===== config.mk =====
export PLATFORM = sky130hd
export DESIGN_NAME = bus_glue
export DESIGN_NICKNAME = d
export VERILOG_FILES = /design/src/rtl/bus_glue_pkg.sv /design/src/rtl/bus_ctrl.sv /design/src/rtl/bus_latch.sv /design/src/rtl/io_decode.sv /design/src/rtl/bus_glue.sv
export SDC_FILE = /design/constraint.sdc
export NUM_CORES = 1
export LEC_CHECK = 0
export CAP_MARGIN = 30
export CORE_UTILIZATION = 25
export CTS_CLUSTER_SIZE = 20
export DETAILED_ROUTE_END_ITERATION = 12
export DONT_BUFFER_PORTS = 1
export GPL_TIMING_DRIVEN = 0
export RECOVER_POWER = 100
export SLEW_MARGIN = 20
export SYNTH_ARGS = -nofsm -noshare
export SYNTH_HDL_FRONTEND = slang
export SYNTH_HIERARCHICAL = 1
export SYNTH_SLANG_ARGS = --single-unit

===== constraint.sdc =====
create_clock -name clk -period 5.05 [get_ports clk]
set_input_delay 0 -clock clk [delete_from_list [all_inputs] [get_ports clk]]
set_output_delay 0 -clock clk [all_outputs]
set_load 0.02 [all_outputs]

===== src/rtl/bus_glue_pkg.sv =====
package bus_glue_pkg;
  // strobes from control to the address datapath
  typedef struct packed {
    logic capture;   // take a new address this edge
    logic access;    // a strobe is active on a captured cycle
    logic reading;   // read strobe active on a captured cycle
  } strobe_t;
endpackage


===== src/rtl/bus_ctrl.sv =====
module bus_ctrl
  import bus_glue_pkg::*;
#(
  parameter int AW = 20
) (
  input  logic          clk,
  input  logic          rstN,
  input  logic          ale,
  input  logic          rdN,
  input  logic          wrN,
  input  logic          memLatch,
  input  logic [AW-1:0] addr,
  output strobe_t       strb,
  output logic          romSel,
  output logic          ramSel
);
  logic cycleValid;

  always_ff @(posedge clk or negedge rstN) begin
    if (!rstN)    cycleValid <= 1'b0;
    else if (ale) cycleValid <= 1'b1;
  end

  always_comb begin
    strb.capture = ale;
    strb.access  = cycleValid & (~rdN | ~wrN);
    strb.reading = cycleValid & ~rdN;
  end

  // memory space split on the top address bit only
  assign ramSel = strb.access & memLatch & ~addr[AW-1];
  assign romSel = strb.access & memLatch &  addr[AW-1];

  p_mem_exclusive_r3: assert property (@(posedge clk) disable iff (!rstN)
    !(romSel && ramSel));
  p_no_sel_before_ale_r7: assert property (@(posedge clk) disable iff (!rstN)
    !cycleValid |-> !(romSel || ramSel));
endmodule


===== src/rtl/bus_latch.sv =====
module bus_latch
  import bus_glue_pkg::*;
#(
  parameter int DW = 16,
  parameter int HW = 4,
  localparam int AW = DW + HW
) (
  input  logic          clk,
  input  logic          rstN,
  input  strobe_t       strb,
  input  logic [DW-1:0] ad,
  input  logic [HW-1:0] aHigh,
  input  logic          bheN,
  input  logic          memNotIo,
  output logic [AW-1:0] addr,
  output logic          memLatch,
  output logic          laneLo,
  output logic          laneHi
);
  logic bheLatchN;

  always_ff @(posedge clk or negedge rstN) begin
    if (!rstN) begin
      addr      <= '0;
      bheLatchN <= 1'b1;
      memLatch  <= 1'b0;
    end else if (strb.capture) begin
      addr      <= {aHigh, ad};
      bheLatchN <= bheN;
      memLatch  <= memNotIo;
    end
  end

  assign laneLo = strb.access & memLatch & ~addr[0];
  assign laneHi = strb.access & memLatch & ~bheLatchN;

  p_addr_hold_r2: assert property (@(posedge clk) disable iff (!rstN)
    !strb.capture |=> $stable(addr) && $stable(memLatch));
  p_addr_take_r1: assert property (@(posedge clk) disable iff (!rstN)
    strb.capture |=> addr[DW-1:0] == $past(ad));
endmodule


===== src/rtl/io_decode.sv =====
module io_decode #(
  parameter int PW          = 16,
  parameter int UART_COUNT  = 4,
  parameter int UART_BASE   = 'h80,
  parameter int UART_WIN_LG = 3,
  parameter int SPI_BASE    = 'hA0,
  parameter int SPI_WIN_LG  = 3,
  parameter int REG_BASE    = 'hC0,
  parameter int REG_WIN_LG  = 4
) (
  input  logic [PW-1:0]         port,
  input  logic                  enable,
  output logic [UART_COUNT-1:0] uartSel,
  output logic                  spiSel,
  output logic                  regSel,
  output logic                  anyHit
);
  localparam int UART_STEP = 1 << UART_WIN_LG;
  localparam int SPI_TAG   = SPI_BASE >> SPI_WIN_LG;
  localparam int REG_TAG   = REG_BASE >> REG_WIN_LG;

  for (genvar k = 0; k < UART_COUNT; k++) begin : g_uart
    localparam int CH_TAG = (UART_BASE + k * UART_STEP) >> UART_WIN_LG;
    assign uartSel[k] = enable &&
      (port[PW-1:UART_WIN_LG] == (PW-UART_WIN_LG)'(CH_TAG));
  end

  assign spiSel = enable && (port[PW-1:SPI_WIN_LG] == (PW-SPI_WIN_LG)'(SPI_TAG));
  assign regSel = enable && (port[PW-1:REG_WIN_LG] == (PW-REG_WIN_LG)'(REG_TAG));
  assign anyHit = (|uartSel) | spiSel | regSel;

  always_comb begin
    if (!enable) p_io_quiet_r5: assert (anyHit == 1'b0);
  end
endmodule


===== src/rtl/bus_glue.sv =====
module bus_glue
  import bus_glue_pkg::*;
#(
  parameter int DW         = 16,
  parameter int HW         = 4,
  parameter int UART_COUNT = 4,
  localparam int AW = DW + HW
) (
  input  logic                  clk,
  input  logic                  rstN,
  input  logic                  ale,
  input  logic                  memNotIo,
  input  logic                  rdN,
  input  logic                  wrN,
  input  logic                  bheN,
  input  logic [HW-1:0]         aHigh,
  input  logic [DW-1:0]         ad,
  output logic [AW-1:0]         addr,
  output logic                  romSel,
  output logic                  ramSel,
  output logic                  laneLo,
  output logic                  laneHi,
  output logic [UART_COUNT-1:0] uartSel,
  output logic                  spiSel,
  output logic                  regSel,
  output logic                  idleRdEn,
  output logic [DW-1:0]         idleRdData
);
  strobe_t strb;
  logic    memLatch;
  logic    anyHit;

  bus_ctrl #(.AW(AW)) u_ctrl (
    .clk(clk), .rstN(rstN), .ale(ale), .rdN(rdN), .wrN(wrN),
    .memLatch(memLatch), .addr(addr), .strb(strb),
    .romSel(romSel), .ramSel(ramSel)
  );

  bus_latch #(.DW(DW), .HW(HW)) u_latch (
    .clk(clk), .rstN(rstN), .strb(strb), .ad(ad), .aHigh(aHigh),
    .bheN(bheN), .memNotIo(memNotIo), .addr(addr), .memLatch(memLatch),
    .laneLo(laneLo), .laneHi(laneHi)
  );

  io_decode #(.PW(DW), .UART_COUNT(UART_COUNT)) u_io (
    .port(addr[DW-1:0]), .enable(strb.access & ~memLatch),
    .uartSel(uartSel), .spiSel(spiSel), .regSel(regSel), .anyHit(anyHit)
  );

  assign idleRdEn   = strb.reading & ~memLatch & ~anyHit;
  assign idleRdData = idleRdEn ? '1 : '0;

  p_one_target_r9: assert property (@(posedge clk) disable iff (!rstN)
    $onehot0({romSel, ramSel, uartSel, spiSel, regSel}));
  p_sel_needs_strobe_r7: assert property (@(posedge clk) disable iff (!rstN)
    (romSel || ramSel || (|uartSel) || spiSel || regSel || laneLo || laneHi)
      |-> (!rdN || !wrN));
  p_lane_in_mem_r4: assert property (@(posedge clk) disable iff (!rstN)
    (laneLo || laneHi) |-> (romSel || ramSel));
  p_idle_no_target_r8: assert property (@(posedge clk) disable iff (!rstN)
    idleRdEn |-> !(romSel || ramSel || (|uartSel) || spiSel || regSel) && !rdN);
endmodule


# [Word-level counts from Yosys, hierarchy flattened]
# Index checks and enable logic that the tools add are counted.
# W data, S select, Z words.
[totals] regBits=23 inputBits=27 elab_cells=38 output_inout_bits=47
[op_classes] reduce_logical=7 eq_ne=6 bitwise=20 muxes=1
[op_table] op="$eq A13 B5 Y1 const B" n=5
[op_table] op="$mux W16" n=1
[op_table] op="$eq A12 B4 Y1 const B" n=1
[op_table] op="$and A1 B1 Y1" n=10
[op_table] op="$not A1 Y1" n=7
[op_table] op="$logic_and A1 B1 Y1" n=6
[op_table] op="$reduce_or A4 Y1" n=1
[op_table] op="$or A1 B1 Y1" n=3

# [Depth between registers and ports, before layout]
[logic_depth] depth_word=11 ltp_mapped=7

# [Cells and area by module]
# The synthesis kept the hierarchy.
[by_module_without_submodules] mod="bus_latch" instances=1 seq_area_each_um2=551.8 cells_each=48 area_per_inst_um2=839.6
[by_module_without_submodules] mod="io_decode" instances=1 seq_area_each_um2=0.0 cells_each=17 area_per_inst_um2=156.4
[by_module_without_submodules] mod="bus_glue" instances=1 seq_area_each_um2=0.0 cells_each=18 area_per_inst_um2=138.9
[by_module_without_submodules] mod="bus_ctrl" instances=1 seq_area_each_um2=25.0 cells_each=9 area_per_inst_um2=75.1

# [Worst setup path before layout]
# No wires, ideal clock.
[synth_path] kind="register to output" startpoint="register u_ctrl.cycleValid" endpoint="output idleRdData[0]" arrival_time_ns=1.984 stages_incl_launch_ff=8 required_time_ns=5.050 path_slack_ns=3.066 path_buffers=1 path_cell_list="dfrtp_1 -> a21boi_0 -> nor2b_1 -> nor4b_4 -> nand3_4 -> a21oi_1 -> nor3b_2 -> buf_4"
[synth_rtl] item="start, declared" line_no="bus_ctrl.sv:17" text="logic cycleValid;"
[synth_rtl] item="start signal, assigned" line_no="bus_ctrl.sv:20" text="if (!rstN) cycleValid <= 1'b0;"
[synth_rtl] item="start signal, assigned" line_no="bus_ctrl.sv:21" text="else if (ale) cycleValid <= 1'b1;"
[synth_rtl] item="end, declared" line_no="bus_glue.sv:27" text="output logic [DW-1:0] idleRdData"

==> impl_metrics.ini <==
[synthesis]
ys_warn_count = 6
synth_nets = 119
ys_ff_latch = 23
synthDistinctLibCells = 23
syn_area_um2 = 1210
synth.yosys.seq_area_share_pct = 47.7
synth_cells = 92
syn_area_per_cell_um2 = 13.2

[layout]
syn_to_final_growth_pct = 22.5
final_nets = 150
final_common_cell = dlygate4sd3_1
diodes = 0
fin_util_pct = 32.9
fin_area_um2 = 1480
layout_common_cells = dlygate4sd3_1, dfrtp_1, mux2_2
fill_cells = 486
drive_gt1_share_pct = 27.9

[route]
avgRoutedWirePerCell_um = 14.6
drc = 0
dr.pass1.iters = 4
drt_first_iter_violations = 20
vias_per_cell = 4.67
drt_wl_total_mm = 2.55
via_count = 813
ant_nets = 0

[floorplan]
dieArea_um2 = 5120
design.core.area_um2 = 4500
initial_core_util_pct = 26.9
rows = 24
ios = 74
fp.dieW_um = 71.6
die_h_um = 71.6

[power_and_ir_drop]
power.density_nw_per_um2 = 297
total_power_uw = 441
max-vdd-ir-drop_uv = 87.8
power_leakage_uw = 0.000585

[critical_path]
worst-r2r-setup-slack_ps = 4090
path_max_fanout = 12
cp_data_arrival_time_ps = 2870
startpoint_type = flop
required_ps = 5050
reg2regPathDepth = 1
endpoint_kind = primary output
reg2reg_from = u_latch/addr[4]$_DFFE_PN0P_
r2r_end = u_latch/addr[4]$_DFFE_PN0P_
worstSetupPathType = flop to primary output

[hold_path]
holdPathEnd = u_latch/memLatch$_DFFE_PN0P_
min_from = ale
holdPathStages = 2
holdCritPathClass = input pin to flop

[clocking]
root_buffer = clkbuf_8
clock_path_buffers = 2
cts-resized-gates = 0
path_clk_slew_ps = 80
post_cts_buffers = 0
htreeDepth = 1
clk-insertion-delay-late_ps = 260
clock-sinks = 23
hold_buffers = 24
cts_tree = done
numCtsBuffers = 3

[timing]
rsz0062_at_grt = no
period_needed_ps = 2870
fin_ws_ps = 2180
finalSetupTns_ps = 0
finalSetupViolCount = 0
slew_viol_final = 0
worstMarginPinSlew_ps = 1260
clock.fmax_ghz = 0.349
slew_headroom_pct = 16.1
hold_violations = 0
fin_worst_skew_ps = 0
min_period_over_period_pct = 56.8

[grt]
antenna_found_initial = 0
grt_usage_pct = 10.2
grt_pass1_wl_mm = 4.06
grt_pass1_vias = 883
grt_max_degree = 24
grt_overflow = 0

[placed_design]
placed_cell_area_um2 = 1290
dpl_worst_slack_ps = 2900
dp_hpwl_mm = 1.87
io_buffers = 0
gp_congestion = 0.654

[job]
maxCapViolCount = 0

[outcome]
status = finished, final reports clean
## metal layers
metal	track usage, %	up-vias	wire length [um]	share of wire (%)
met5	0	-	0	0
met4	3.27	0	17	0.67
met3	3.38	2	238	9.3
met2	18.5	46	1270	50
met1	11.3	396	1020	40
li1	-	369	-	-
## critical path, cell delays in order (launching register included)
cell and delay [ps]:
dfrtp_1 390, a21boi_0 170, nor2b_1 180, nor4b_1 180
nand3_4 120, a21oi_1 60, nor3b_1 800, clkbuf_1 420
clkbuf_1 280
## worst max-delay path by stage
stage / end / slack [ps] / start / cells past startpoint
detailed placement: spiSel / 2900 / u_ctrl/cycleValid$_DFFE_PN0P_ / 5
global route: idleRdData[5] / 1840 / u_ctrl/cycleValid$_DFFE_PN0P_ / 8
floorplan: idleRdData[0] / 3070 / u_ctrl/cycleValid$_DFFE_PN0P_ / 7
finish: idleRdData[5] / 2180 / u_ctrl/cycleValid$_DFFE_PN0P_ / 8
global placement: idleRdData[6] / 2820 / u_ctrl/cycleValid$_DFFE_PN0P_ / 7
CTS: spiSel / 2580 / u_ctrl/cycleValid$_DFFE_PN0P_ / 5
## layout make-up
class	instances	area, um^2	share of cell area, %
Buffer	19	97.6	6.58
Clock buffer	4	45.0	3.04
Inverter	2	7.51	0.506
Multi-Input combinational cell	48	443	29.9
Sequential cell	23	577	38.9
Tap cell	52	65.1	4.39
Timing Repair Buffer	26	248	16.7
## sequential cells by signal, indices dropped and copies added (netlist names)
signal and cells:
u_latch/addr 20, u_ctrl/cycleValid 1, u_latch/memLatch 1, u_latch/bheLatchN 1
## Yosys cell counts
cell	n	area, um^2
nand3_4	1	17.5
or2_2	1	6.26
dfrtp_1	22	551
a211oi_1	2	15.0
buf_4	17	128
o21ai_0	1	5.00
nor2b_1	2	12.5
nor4b_2	2	30.0
and3b_1	2	17.5
nor3b_2	1	12.5
nor4b_4	2	47.6
a21oi_1	1	5.00
nand2b_1	1	6.26
a21boi_0	1	7.51
nor3_1	1	5.00
inv_1	2	7.51
buf_6	2	22.5
or2_1	1	6.26
nor4_1	3	18.8
dfstp_2	1	26.3
mux2_2	22	248
nand2_1	3	11.3
nor2_1	1	3.75
## metrics by stage
stage               hold WS (ps)  cells
finish                      31.3    174
detailed placement          -295    145
floorplan                   -296     92
global placement            -295    144
CTS                         18.0    173
global route                21.7    174
## logic make-up (layout without fill, tap and decap cells)
group / Yosys count / in the layout / synth area share, %
flip-flops: 23 / 23 / 47.7
multiplexers: 22 / 22 / 20.5
AND/OR/NAND/NOR: 21 / 21 / 16.1
buffers and inverters: 21 / 51 / 13.0
AO/OA/AOI/OAI: 5 / 5 / 2.69
## where the power goes
part | internal (uW) | total, uW | switching, uW
Sequential | 202 | 242 | 40.2
Combinational | 41.9 | 84.8 | 42.9
Clock | 56.2 | 114 | 57.5
Total | 300 | 441 | 141
No activity file was read; power rests on OpenSTA's default activity.
